--- config.mk ---
export PLATFORM = sky130hd
export DESIGN_NAME = intr_accept
export DESIGN_NICKNAME = d
export VERILOG_FILES = /design/src/rtl/intr_accept_pkg.sv /design/src/rtl/intr_prio_arb.sv /design/src/rtl/intr_settle_pipe.sv /design/src/rtl/intr_nmi_sense.sv /design/src/rtl/intr_accept.sv
export SDC_FILE = /design/constraint.sdc
export NUM_CORES = 1
export LEC_CHECK = 0
export CORE_AREA = 4 4 109 111
export CTS_BUF_LIST = sky130_fd_sc_hd__clkbuf_4
export DETAILED_ROUTE_END_ITERATION = 10
export DIE_AREA = 0 0 113 115
export PLACE_DENSITY_LB_ADDON = 0.15
export SYNTH_ARGS = -nofsm -noshare
export SYNTH_HDL_FRONTEND = slang
export SYNTH_SLANG_ARGS = --single-unit
--- constraint.sdc ---
create_clock -name clk -period 2.07 [get_ports clk]
set_input_delay 0.414 -clock clk [delete_from_list [all_inputs] [get_ports clk]]
set_output_delay 0.414 -clock clk [all_outputs]
set_load 0.03 [all_outputs]
--- src/rtl/intr_accept_pkg.sv ---
`timescale 1ns/1ps
package intr_accept_pkg;
   localparam int ST_W  = 7;
   localparam int ST_BL = 6;
   localparam int ST_MD = 5;
   localparam int ST_RB = 4;
   localparam int LVL_W = 4;
   localparam int MAX_SRC = 15;

   localparam logic [ST_W-1:0] ENTRY_BITS =
      ST_W'((1 << ST_BL) | (1 << ST_MD) | (1 << ST_RB));

   function automatic logic [ST_W-1:0] entry_status(input logic [ST_W-1:0] s);
      return s | ENTRY_BITS;
   endfunction
endpackage

--- src/rtl/intr_prio_arb.sv ---
`timescale 1ns/1ps
module intr_prio_arb
   import intr_accept_pkg::*;
#(
   parameter int NSRC   = 4,
   parameter int CODE_W = 12
) (
   input  logic [NSRC-1:0]        pend,
   input  logic [NSRC*LVL_W-1:0]  lvl,
   input  logic [NSRC*CODE_W-1:0] code,
   output logic                   win_vld,
   output logic [LVL_W-1:0]       win_lvl,
   output logic [CODE_W-1:0]      win_code
);
   always_comb begin
      win_vld  = 1'b0;
      win_lvl  = '0;
      win_code = '0;
      for (int i = 0; i < NSRC; i++) begin
         // strict compare: an equal level never displaces a lower index
         if (pend[i] && (lvl[i*LVL_W +: LVL_W] > win_lvl)) begin
            win_vld  = 1'b1;
            win_lvl  = lvl[i*LVL_W +: LVL_W];
            win_code = code[i*CODE_W +: CODE_W];
         end
      end
   end
endmodule

--- src/rtl/intr_settle_pipe.sv ---
`timescale 1ns/1ps
module intr_settle_pipe #(
   parameter int W      = 17,
   parameter int STAGES = 2
) (
   input  logic         clk,
   input  logic         rst_n,
   input  logic [W-1:0] d,
   output logic [W-1:0] q
);
   localparam int CW = STAGES * W;

   logic [CW-1:0] chain_q;

   generate
      if (STAGES == 1) begin : g_one
         always_ff @(posedge clk or negedge rst_n) begin
            if (!rst_n) chain_q <= '0;
            else        chain_q <= d;
         end
      end else begin : g_many
         always_ff @(posedge clk or negedge rst_n) begin
            if (!rst_n) chain_q <= '0;
            else        chain_q <= {chain_q[CW-W-1:0], d};
         end
      end
   endgenerate

   assign q = chain_q[CW-1 -: W];
endmodule

--- src/rtl/intr_nmi_sense.sv ---
`timescale 1ns/1ps
module intr_nmi_sense #(
   parameter bit FALL_EDGE = 1'b1
) (
   input  logic clk,
   input  logic rst_n,
   input  logic pin,
   input  logic clr,
   output logic pend
);
   localparam logic IDLE_LVL = FALL_EDGE;

   logic pin_q;
   logic edge_seen;

   generate
      if (FALL_EDGE) begin : g_fall
         assign edge_seen = pin_q & ~pin;
      end else begin : g_rise
         assign edge_seen = ~pin_q & pin;
      end
   endgenerate

   always_ff @(posedge clk or negedge rst_n) begin
      if (!rst_n) begin
         pin_q <= IDLE_LVL;
         pend  <= 1'b0;
      end else begin
         pin_q <= pin;
         if (edge_seen)  pend <= 1'b1;
         else if (clr)   pend <= 1'b0;
      end
   end
endmodule

--- src/rtl/intr_accept.sv ---
`timescale 1ns/1ps
module intr_accept
   import intr_accept_pkg::*;
#(
   parameter int              NSRC     = 4,
   parameter int              CODE_W   = 12,
   parameter int              PC_W     = 32,
   parameter int              SETTLE   = 2,
   parameter logic [11:0]     NMI_CODE = 12'h1C0,
   parameter bit              NMI_FALL = 1'b1
) (
   input  logic                   clk,
   input  logic                   rst_n,
   input  logic                   nmi_pin,
   input  logic [NSRC-1:0]        src_pend,
   input  logic [NSRC*4-1:0]      src_lvl,
   input  logic [NSRC*CODE_W-1:0] src_code,
   input  logic [6:0]             stat_in,
   input  logic [PC_W-1:0]        pc_in,
   input  logic                   sleep_in,
   input  logic                   mask_all_en,
   input  logic                   nmi_thru_bl,
   output logic                   branch_req,
   output logic                   wake_out,
   output logic                   stat_upd_en,
   output logic [6:0]             stat_upd_val,
   output logic [6:0]             ssr_out,
   output logic [PC_W-1:0]        spc_out,
   output logic [CODE_W-1:0]      evt_code_out,
   output logic [CODE_W-1:0]      evt_code2_out
);
   localparam int PW = 1 + LVL_W + CODE_W;
   localparam logic [CODE_W-1:0] NMI_EVT = CODE_W'(NMI_CODE);

   generate
      if (NSRC < 1 || NSRC > MAX_SRC) begin : g_bad_nsrc
         $error("intr_accept: NSRC must lie in 1..15");
      end
      if (SETTLE < 1) begin : g_bad_settle
         $error("intr_accept: SETTLE must be at least 1");
      end
      if (CODE_W < 1 || PC_W < 1) begin : g_bad_width
         $error("intr_accept: widths must be positive");
      end
   endgenerate

   // winner selection
   logic              arb_vld;
   logic [LVL_W-1:0]  arb_lvl;
   logic [CODE_W-1:0] arb_code;

   intr_prio_arb #(.NSRC(NSRC), .CODE_W(CODE_W)) u_arb (
      .pend     (src_pend),
      .lvl      (src_lvl),
      .code     (src_code),
      .win_vld  (arb_vld),
      .win_lvl  (arb_lvl),
      .win_code (arb_code)
   );

   // settling pipeline
   logic [PW-1:0]     cand_q;
   logic              cand_vld;
   logic [LVL_W-1:0]  cand_lvl;
   logic [CODE_W-1:0] cand_code;

   intr_settle_pipe #(.W(PW), .STAGES(SETTLE)) u_pipe (
      .clk   (clk),
      .rst_n (rst_n),
      .d     ({arb_vld, arb_lvl, arb_code}),
      .q     (cand_q)
   );
   assign {cand_vld, cand_lvl, cand_code} = cand_q;

   // NMI capture
   logic nmi_pend;
   logic nmi_take;

   intr_nmi_sense #(.FALL_EDGE(NMI_FALL)) u_nmi (
      .clk   (clk),
      .rst_n (rst_n),
      .pin   (nmi_pin),
      .clr   (nmi_take),
      .pend  (nmi_pend)
   );

   // accept decision
   logic              branch_q;
   logic              wake_q;
   logic              acc_nmi_q;
   logic              gate_open;
   logic              all_masked;
   logic              mk_take;
   logic              take;
   logic [CODE_W-1:0] take_code;
   logic [6:0]        ssr_q;
   logic [PC_W-1:0]   spc_q;
   logic [CODE_W-1:0] evt_q;
   logic [CODE_W-1:0] evt2_q;

   always_comb begin
      gate_open  = !stat_in[ST_BL] || sleep_in;
      all_masked = mask_all_en && !nmi_pin;
      nmi_take   = nmi_pend && (gate_open || nmi_thru_bl) && !branch_q;
      mk_take    = cand_vld && (cand_lvl > stat_in[3:0]) && gate_open &&
                   !all_masked && !nmi_take && !branch_q;
      take       = nmi_take || mk_take;
      take_code  = nmi_take ? NMI_EVT : cand_code;
   end

   always_ff @(posedge clk or negedge rst_n) begin
      if (!rst_n) begin
         branch_q  <= 1'b0;
         wake_q    <= 1'b0;
         acc_nmi_q <= 1'b0;
      end else begin
         branch_q  <= take;
         wake_q    <= take && sleep_in;
         acc_nmi_q <= nmi_take;
      end
   end

   always_ff @(posedge clk or negedge rst_n) begin
      if (!rst_n) begin
         ssr_q  <= '0;
         spc_q  <= '0;
         evt_q  <= '0;
         evt2_q <= '0;
      end else if (take) begin
         ssr_q  <= stat_in;
         spc_q  <= pc_in;
         evt_q  <= take_code;
         evt2_q <= take_code;
      end
   end

   assign branch_req    = branch_q;
   assign wake_out      = wake_q;
   assign stat_upd_en   = branch_q;
   assign stat_upd_val  = entry_status(ssr_q);
   assign ssr_out       = ssr_q;
   assign spc_out       = spc_q;
   assign evt_code_out  = evt_q;
   assign evt_code2_out = evt2_q;
endmodule

==> out/metrics.yaml, run 1 <==
wire_per_inst_um: 16.36
drt-total-wl_mm: 12.22
drtPass1Iterations: 5
fin_crit_ns: 3.947
core_um2: 10790
postRouteAntennaNets: 0
p_leak_nw: 3.256
hold_path_class: "flip-flop to flip-flop"
layout_common_cells: "clkdlybuf4s50_1, dfrtp_1, buf_4, mux2_4, nand2_1"
report.final.slew_viol_count: 0
final_core_util_pct: 66.60
worstSkewPairLatency_ns: 0.42
drc: 0
mostFrequentLayoutCell: "clkdlybuf4s50_1"
end_kind: "flip-flop"
setup_slack_ns: -1.877
grt_pass1_wl_mm: 19.50
antenna_found_initial: 1
place_congestion: 0.8275
yosys.area_share.simple_pct: 10.45
die_h_um: 115
clock_sinks: 89
grt_max_degree: 55
critical_path_class: "input port to flip-flop"
outcome: "finished with violations"
dr_total_vias: 3617
grt_pass1_vias: 3898
vias_per_cell: 4.842
fin_cells: 747
postPlaceCellArea_um2: 6605
multi_input_area_um2: 2127
maxCapViolations: 0
portBuffers: 182
pin_count: 186
drive_gt1_share_pct: 29.04
rsz0062_at_grt: "true"
required_ns: 2.37
seqCellArea_um2: 2228
root_buffer: "clkbuf_4"
violations: "setup timing"
setup_viol: 47
start_util_pct: 39.06
fin_worst_skew_ns: 0.02356
hpwl_mm: 9.053
final_cell_area_um2: 7188
muxShareOfSynthArea_pct: 13.21
critical-path-top-delay-family: "simple AND/OR/NAND/NOR gates"
synth_compound_area_share_pct: 12.20
syn_to_final_growth_pct: 70.53
arrival_ns: 4.25
synthAdderAreaFrac_pct: 4.452
fillers: 838
drtIter0Drc: 130
ys_ff_latch: 89
ys_warn_count: 0
pre_cts_slack_ns: -2.979
hold_viol_final: 0
worst-path-max-fanout: 6
p_per_area_nw_per_um2: 1313
overflow: 0
cts.clk_slew.worst_paths_ns: 0.14
synthXorXnorAreaFrac_pct: 0
synth.top_cell.area_share_pct: 52.24
crit_path_max_incr_delay_ns: 0.44
die_x_um: 113
tns_ns: -32.22
numCtsBuffers: 9
nets: 729
cp-start-kind: "input port"
track_usage_pct: 18.80
fin_crit_sh_pct: 190.7
clockBufferDepth: 2
yosysTopAreaCell: "dfrtp_1"
cpMaxStageDelayCell: "or4_4"
ir_worst_vdd_uv: 955.9
path_buf_inv: 5
synth_top_family_by_area: "multiplexers"
synth.top_cells.by_area: "dfrtp_1, mux2_2, ha_1, nand2_1, buf_4"
dp_cells: 710
htreeDepth: 3
ys_seq_area_share_pct: 52.86
syn_avg_cell_area_um2: 11.03
die-area_um2: 13000
synth_cells: 382
max_freq_mhz: 253.3
cts_tree: "done"
syn-cell-area_um2: 4215
num_rows: 38
synthDistinctLibCells: 44
[cells by family (layout without fill, tap and decap cells)]
logic type | Yosys count | after routing
compound gates | 77 | 77
fa+ha+maj | 15 | 15
buf+inv | 51 | 273
flops | 89 | 89
mux | 51 | 51
other cells | 1 | 4
simple gates | 98 | 98
[routing by layer]
| layer | part of all wire, % | global-route usage, % | wire (um) | up-vias |
|---|---|---|---|---|
| li1 | - | - | - | 1753 |
| met1 | 43 | 23.76 | 5247 | 1690 |
| met2 | 48 | 31.67 | 5856 | 159 |
| met3 | 7.4 | 4.263 | 904 | 15 |
| met4 | 1.7 | 7.051 | 208 | 0 |
| met5 | 0 | 0 | 0 | - |
[state kept, by name, summed over array words and instances, names as in the netlist]
| register | count |
|---|---|
| u_pipe.chain_q | 34 |
| spc_out | 32 |
| evt_code_out | 12 |
| ssr_out | 7 |
| branch_req | 1 |
| u_nmi.pend | 1 |
| u_nmi.pin_q | 1 |
| wake_out | 1 |
[repair_timing]
| action | CTS | global route |
|---|---|---|
| resized for setup | 64 | 42 |
| cloned | 5 | 0 |
| buffers inserted | 14 | 4 |
| hold buffers | 1 | 0 |
| setup endpoints to repair | 70 | 62 |
| pin swaps | 32 | 27 |
| hold endpoints to repair | 34 | 0 |
[synthesized netlist by cell type (all sizes together)]
| library cell | count |
|---|---|
| dfstp | 1 |
| nand4b | 1 |
| ha | 15 |
| nand2 | 44 |
| o21a | 5 |
| mux2i | 14 |
| o211a | 1 |
| a21o | 1 |
| conb | 1 |
| and2 | 4 |
| a2111o | 1 |
| nand2b | 2 |
| o22ai | 1 |
| a21oi | 22 |
| o2111ai | 1 |
| nand4 | 2 |
| inv | 13 |
| o21ai | 12 |
| a41oi | 1 |
| and3 | 1 |
| clkbuf | 8 |
| a211oi | 12 |
| mux2 | 37 |
| buf | 30 |
| dfrtp | 88 |
| a31oi | 1 |
| a41o | 1 |
| or4 | 2 |
| o31ai | 3 |
| o211ai | 14 |
| nand3 | 2 |
| nor2b | 5 |
| o41a | 1 |
| nor2 | 35 |
[through the flow]
stage	hold slack, ns	power [mW]
floorplan	0.1184	6.139
global placement	0.3318	7.828
detailed placement	0.3363	7.918
CTS	0.3630	9.549
global route	0.3687	9.949
finish	0.3584	9.441
[worst register-to-register path, stage by stage, from the launching register on]
cell     delay (ns)
dfrtp_1        0.41
ha_4           0.22
nor2b_4        0.12
o21a_1         0.16
o21a_1         0.18
o21ai_2        0.16
and2_4         0.21
buf_12         0.13
buf_12         0.13
mux2_4         0.30
[report_power, final]
group / leakage (nW) / internal [mW] / switching, mW / total (mW)
registers: 1.06 / 2.43 / 0.403 / 2.83
logic: 2.13 / 2.91 / 2.76 / 5.68
clock network: 0.0718 / 0.367 / 0.565 / 0.932
total: 3.26 / 5.71 / 3.73 / 9.44
[layout make-up]
class                   count  share of cell area (%)
diodes                      1                 0.03481
clock buffers               9                  0.9399
clock inverters             7                  0.9399
inverters                  13                  0.8529
multi-input cells         244                   29.59
flip-flops and latches     89                   31.00
well taps                 140                   2.437
repair buffers            244                   34.20
[final timing paths]
check,endpoint,from,cells after the start,slack [ns]
min in group asynchronous,spc_out[31]$_DFFE_PN0N_,rst_n,2,0.47
worst min-delay path,u_pipe.chain_q[22]$_DFF_PN0_,u_pipe.chain_q[5]$_DFF_PN0_,0,0.36
worst max-delay path,u_pipe.chain_q[0]$_DFF_PN0_,src_pend[0],25,-1.88
max in group asynchronous,wake_out$_DFF_PN0_,rst_n,3,0.96
worst min register to register,u_pipe.chain_q[22]$_DFF_PN0_,u_pipe.chain_q[5]$_DFF_PN0_,0,0.36
worst max register to register,spc_out[29]$_DFFE_PN0N_,u_pipe.chain_q[30]$_DFF_PN0_,9,-0.04
No activity file was read; power rests on OpenSTA's default activity.
==> run 2: changes to the inputs <==
--- a/config.mk
+++ b/config.mk
@@ -5,10 +5,10 @@
 export SDC_FILE = /design/constraint.sdc
 export NUM_CORES = 1
 export LEC_CHECK = 0
-export CORE_AREA = 4 4 109 111
+export CORE_AREA = 4 4 103 105
 export CTS_BUF_LIST = sky130_fd_sc_hd__clkbuf_4
 export DETAILED_ROUTE_END_ITERATION = 10
-export DIE_AREA = 0 0 113 115
+export DIE_AREA = 0 0 107 109
 export PLACE_DENSITY_LB_ADDON = 0.15
 export SYNTH_ARGS = -nofsm -noshare
 export SYNTH_HDL_FRONTEND = slang
==> constraint.sdc (replaced) <==
create_clock -name clk -period 4.05 [get_ports clk]
set_input_delay 0.81 -clock clk [delete_from_list [all_inputs] [get_ports clk]]
set_output_delay 0.81 -clock clk [all_outputs]
set_load 0.03 [all_outputs]
==> run 2 against run 1 <==
The run still ends with setup timing left. Count of clock-buffer cells in the layout is the same. Total power shrank 53%. Sequential share of layout area grew 1.5 points. Sequential power shrank 50%. Wire length shrank 5.2%. Hold slack gained 0.0032 ns. Die area shrank 10%. Global-route usage grew 0.75 points. Via count grew 0.28%. Utilization grew 4.5 points. Clock power shrank 45%. Worst setup slack gained 1.7 ns. Largest power group unchanged.
==> out/metrics.yaml, run 2 (synthesis gave the netlist of run 1 again) <==
worstMarginPinSlew_ns: 1.050
cp-start-kind: "input port"
hpwl_mm: 8.978
fin_crit_ns: 4.277
p_leak_nw: 2.964
drt-total-wl_mm: 11.59
ir_worst_vdd_uv: 331.5
dr_total_vias: 3627
grt_max_degree: 90
numCtsBuffers: 9
die-area_um2: 11660
p_sw_share_pct: 39.90
core_um2: 9639
setup_slack_ns: -0.2268
layout_common_cells: "clkdlybuf4s50_1, dfrtp_1, buf_4, nand2_1, mux2_2"
mostFrequentLayoutCell: "clkdlybuf4s50_1"
critical_path_class: "input port to flip-flop"
wire_per_inst_um: 15.94
end_kind: "flip-flop"
root_buffer: "clkbuf_4"
fin_hold_ws_ns: 0.3616
drtIter0Drc: 153
cts.hold.buffers_added: 0
pin_count: 186
regMostFlops: "u_pipe.chain_q"
drc: 0
violations: "setup timing"
p_comb_share_pct: 55.9
r2r-start: "u_pipe.chain_q[30]$_DFF_PN0_"
vias_per_cell: 4.989
die_x_um: 107
endpoint: "u_pipe.chain_q[2]$_DFF_PN0_"
pre_cts_slack_ns: -1.334
drive_gt1_share_pct: 27.78
num_rows: 36
cts_tree: "done"
antenna_found_initial: 0
outcome: "finished with violations"
fin_crit_sh_pct: 105.6
pwr-share-clk_pct: 11.7
largest_reg_flops: 34
arrival_ns: 4.58
nets: 717
syn_to_final_growth_pct: 62.57
worstSkewPairLatency_ns: 0.42
tns_ns: -2.983
setup_viol: 16
clock_sinks: 89
report.final.slew_viol_count: 0
die_h_um: 109
place_congestion: 0.8989
clockBufferDepth: 2
portBuffers: 182
start_util_pct: 43.73
rrSetupSlack_ns: 1.66
drtPass1Iterations: 4
track_usage_pct: 19.55
startpoint: "src_lvl[6]"
hold_path_class: "flip-flop to flip-flop"
grt_pass1_vias: 3648
fin_worst_skew_ns: 0.009119
max_freq_mhz: 233.8
diodes: 0
cts.clk_slew.worst_paths_ns: 0.11
p_int_mw: 2.644
rr_endpoint: "spc_out[15]$_DFFE_PN0N_"
postRouteAntennaNets: 0
power_mw: 4.400
rsz0062_at_grt: "true"
p_switching_mw: 1.755
slew_headroom_pct: 29.98
r2r_cells: 8
worst-path-max-fanout: 5
p_per_area_nw_per_um2: 642.0
power.share.sequential_pct: 32.4
htreeDepth: 3
grt_pass1_wl_mm: 17.77
overflow: 0
hold_viol_final: 0
required_ns: 4.35
maxCapViolations: 0
## run 2: cell count changes in the layout (fill, tap and decap cells not counted), sizes merged, moves of 2 or more
cell and delta:
buf -9, dlymetal6s2s -4, clkdlybuf4s50 +5, clkbuf -4, inv -2
## run 2: worst min path at each step
| stage | depth (start not counted) | slack (ns) | start | end |
|---|---|---|---|---|
| finish | 0 | 0.36 | u_pipe.chain_q[5]$_DFF_PN0_ | u_pipe.chain_q[22]$_DFF_PN0_ |
| global route | 0 | 0.37 | u_pipe.chain_q[15]$_DFF_PN0_ | u_pipe.chain_q[32]$_DFF_PN0_ |
| CTS | 0 | 0.36 | u_pipe.chain_q[6]$_DFF_PN0_ | u_pipe.chain_q[23]$_DFF_PN0_ |
| detailed placement | 0 | 0.33 | u_pipe.chain_q[6]$_DFF_PN0_ | u_pipe.chain_q[23]$_DFF_PN0_ |
| global placement | 0 | 0.33 | u_pipe.chain_q[13]$_DFF_PN0_ | u_pipe.chain_q[30]$_DFF_PN0_ |
| floorplan | 0 | 0.33 | u_pipe.chain_q[0]$_DFF_PN0_ | u_pipe.chain_q[17]$_DFF_PN0_ |
## run 2: power groups by stage
stage	sequential [mW]	clock (mW)	combinational (mW)
after detailed placement	1.45	0	2.38
final	1.42	0.515	2.46
after CTS	1.43	0.539	2.44
after global routing	1.47	0.574	2.60
after floorplan	1.93	0	0.971
after global placement	1.43	0	2.34
## run 2: what timing repair did
action	in CTS	in global routing
endpoints found under the setup margin	17	17
gates resized for setup	50	36
buffers inserted	11	5
gates cloned	3	0
endpoints found under the hold margin	0	0
pin swaps	27	23
## run 2: final cells by class
| class | count | area (um^2) |
|---|---|---|
| Sequential cell | 89 | 2228 |
| Tap cell | 133 | 166.4 |
| Clock inverter | 7 | 85.08 |
| Multi-Input combinational cell | 244 | 2021 |
| Fill cell | 743 | 2786 |
| Inverter | 13 | 48.80 |
| Timing Repair Buffer | 232 | 2236 |
| Clock buffer | 9 | 67.56 |
## run 2: through the flow
stage	cell area, um^2	utilization [%]	instances
2_1_floorplan	4374	-	384
3_3_place_gp	6360	65.98	693
3_5_place_dp	6360	65.98	693
4_1_cts	6715	69.67	723
5_1_grt	6853	71.09	727
6_report	6853	71.09	727
## run 2: metal layers
metal	share of wire (%)	global-route usage [%]	vias to the layer above
li1	-	-	1723
met1	39	22.16	1713
met2	51	34.98	166
met3	7.5	5.388	25
met4	2.6	7.854	0
met5	0	0	-
## run 2: worst max-delay path: stages
cell           delay (ns)
dlygate4sd2_1        0.27
ha_4                 0.24
nand4_1              0.11
nand2_2              0.08
a21oi_4              0.16
buf_6                0.16
nand2_2              0.07
o21ai_2              0.07
inv_2                0.06
ha_4                 0.27
and2_4               0.14
nand2_2              0.04
or4_4                0.44
nand3_4              0.10
nor2_4               0.05
mux2i_2              0.14
ha_1                 0.29
o21a_1               0.11
o21a_1               0.17
o211ai_1             0.17
buf_4                0.16
buf_6                0.13
o211ai_1             0.10
a21oi_1              0.16
a211oi_2             0.07
==> run 3: changes to the inputs <==
--- a/config.mk
+++ b/config.mk
@@ -5,10 +5,10 @@
 export SDC_FILE = /design/constraint.sdc
 export NUM_CORES = 1
 export LEC_CHECK = 0
-export CORE_AREA = 4 4 103 105
+export CORE_AREA = 4 4 109 111
 export CTS_BUF_LIST = sky130_fd_sc_hd__clkbuf_4
 export DETAILED_ROUTE_END_ITERATION = 10
-export DIE_AREA = 0 0 107 109
+export DIE_AREA = 0 0 113 115
 export PLACE_DENSITY_LB_ADDON = 0.15
 export SYNTH_ARGS = -nofsm -noshare
 export SYNTH_HDL_FRONTEND = slang
==> constraint.sdc (replaced) <==
create_clock -name clk -period 3.8 [get_ports clk]
set_input_delay 0.76 -clock clk [delete_from_list [all_inputs] [get_ports clk]]
set_output_delay 0.76 -clock clk [all_outputs]
set_load 0.03 [all_outputs]
==> run 3 against run 2 <==
The run still ends with setup timing left. Largest cell class unchanged. Final cell count grew 1.4%. Register-to-register slack lost 0.19 ns. Combinational power rose by 7%.
==> out/metrics.yaml, run 3 (synthesis gave the netlist of run 1 again) <==
syn_to_final_growth_pct: 63.25
layout_common_cells: "clkdlybuf4s50_1, dfrtp_1, buf_4, nand2_1, mux2_2"
cts.hold.buffers_added: 0
num_rows: 38
fin_cells: 737
die-area_um2: 13000
antenna_found_initial: 1
dr_total_vias: 3593
r2r_cells: 8
die_x_um: 113
postRouteAntennaNets: 0
fin_crit_ns: 4.394
numCtsBuffers: 9
drtIter0Drc: 127
wire_per_inst_um: 16.31
fin_crit_sh_pct: 115.6
power.share.sequential_pct: 31.7
grt_max_degree: 90
multi_input_area_um2: 1988
setup_viol: 17
report.final.slew_viol_count: 0
drive_gt1_share_pct: 27.35
critical_path_class: "input port to flip-flop"
nets: 719
worstSkewPairLatency_ns: 0.43
clockBufferDepth: 2
cts.clk_slew.worst_paths_ns: 0.13
drt-total-wl_mm: 12.02
end_kind: "flip-flop"
mostFrequentLayoutCell: "clkdlybuf4s50_1"
grt_pass1_vias: 3698
fin_worst_skew_ns: 0.01664
p_comb_share_pct: 54.9
setup_slack_ns: -0.5944
violations: "setup timing"
worst-path-max-fanout: 6
htreeDepth: 3
hold-path-cell-count: 0
maxCapViolations: 0
ir_worst_vdd_uv: 429.2
hold_viol_final: 0
cts_tree: "done"
seqCellArea_um2: 2228
place_congestion: 0.7939
cp-start-kind: "input port"
slew_headroom_pct: 29.24
arrival_ns: 4.75
pin_count: 186
hold_path_class: "flip-flop to flip-flop"
pwr-share-clk_pct: 13.4
outcome: "finished with violations"
dp_cells: 701
vias_per_cell: 4.875
final_cell_area_um2: 6882
required_ns: 4.15
clock_sinks: 89
drtPass1Iterations: 4
core_um2: 10790
grt_pass1_wl_mm: 18.82
p_per_area_nw_per_um2: 693.7
start_util_pct: 39.06
die_h_um: 115
p_switching_mw: 1.889
p_int_mw: 2.885
final_core_util_pct: 63.76
p_leak_nw: 2.972
postPlaceCellArea_um2: 6364
hpwl_mm: 8.957
tns_ns: -8.899
track_usage_pct: 18.20
portBuffers: 182
regMostFlops: "u_pipe.chain_q"
largest_reg_flops: 34
overflow: 0
rsz0062_at_grt: "true"
worstMarginPinSlew_ns: 1.061
drc: 0
max_freq_mhz: 227.6
fin_hold_ws_ns: 0.3629
p_sw_share_pct: 39.56
fillers: 878
root_buffer: "clkbuf_4"
## run 3: what timing repair did
| action | in CTS | in global routing |
|---|---|---|
| pin swaps | 26 | 25 |
| hold endpoints to repair | 0 | 0 |
| resized for setup | 66 | 20 |
| buffers inserted | 14 | 5 |
| setup endpoints to repair | 17 | 17 |
| gates cloned | 3 | 0 |
## run 3: final timing paths
kind                                              startpoint                           end  slack, ns
worst max-delay path                             src_pend[0]  u_pipe.chain_q[15]$_DFF_PN0_      -0.59
max in group asynchronous                              rst_n          branch_req$_DFF_PN0_       2.61
worst min register to register  u_pipe.chain_q[13]$_DFF_PN0_  u_pipe.chain_q[30]$_DFF_PN0_       0.36
worst min-delay path            u_pipe.chain_q[13]$_DFF_PN0_  u_pipe.chain_q[30]$_DFF_PN0_       0.36
worst max register to register  u_pipe.chain_q[30]$_DFF_PN0_        spc_out[9]$_DFFE_PN0N_       1.47
min in group asynchronous                              rst_n        spc_out[8]$_DFFE_PN0N_       0.51
## run 3: cell type report
type,instances,share of cell area (%)
antenna,1,0.03636
multi-input combinational,244,28.89
timing repair buffer,234,32.73
tap,140,2.545
clock inverter,7,1.727
sequential,89,32.38
clock buffer,9,0.9818
inverter,13,0.7091
## run 3: per-stage QoR
step                setup WS, ns  power (mW)
floorplan                -0.9949       3.095
global placement          -1.469       4.040
detailed placement        -1.648       4.092
CTS                      -0.5380       4.812
global route             -0.7572       5.036
finish                   -0.5944       4.774
## run 3: critical path, cell delays in order
cell and delay (ns):
buf_12 0.12, and2_4 0.14, ha_4 0.26, nand4_1 0.18
nand2_2 0.14, a21oi_4 0.06, buf_6 0.15, o21ai_4 0.15
inv_2 0.06, ha_4 0.27, nand2_1 0.06, a2111o_1 0.37
and2_4 0.16, nor2_4 0.14, mux2i_1 0.23, ha_1 0.27
o21a_1 0.11, o21a_1 0.18, o211ai_1 0.29, buf_4 0.21
buf_8 0.12, buf_4 0.12, o31ai_1 0.07, o21ai_1 0.13
## run 3: per-layer routing
metal  vias up  global-route usage [%]  share of wire, %
met5         -                       0                 0
met4         0                   8.013               2.2
met3        23                   3.105               7.2
met2       145                   31.20                49
met1      1694                   22.71                41
li1       1731                       -                 -
## run 3: power by group through the flow
stage               Clock [mW]  Combinational, mW  Sequential, mW
floorplan                    0               1.03            2.06
global placement             0               2.50            1.54
detailed placement           0               2.54            1.55
CTS                      0.665               2.62            1.52
global route             0.698               2.77            1.56
finish                   0.640               2.62            1.51
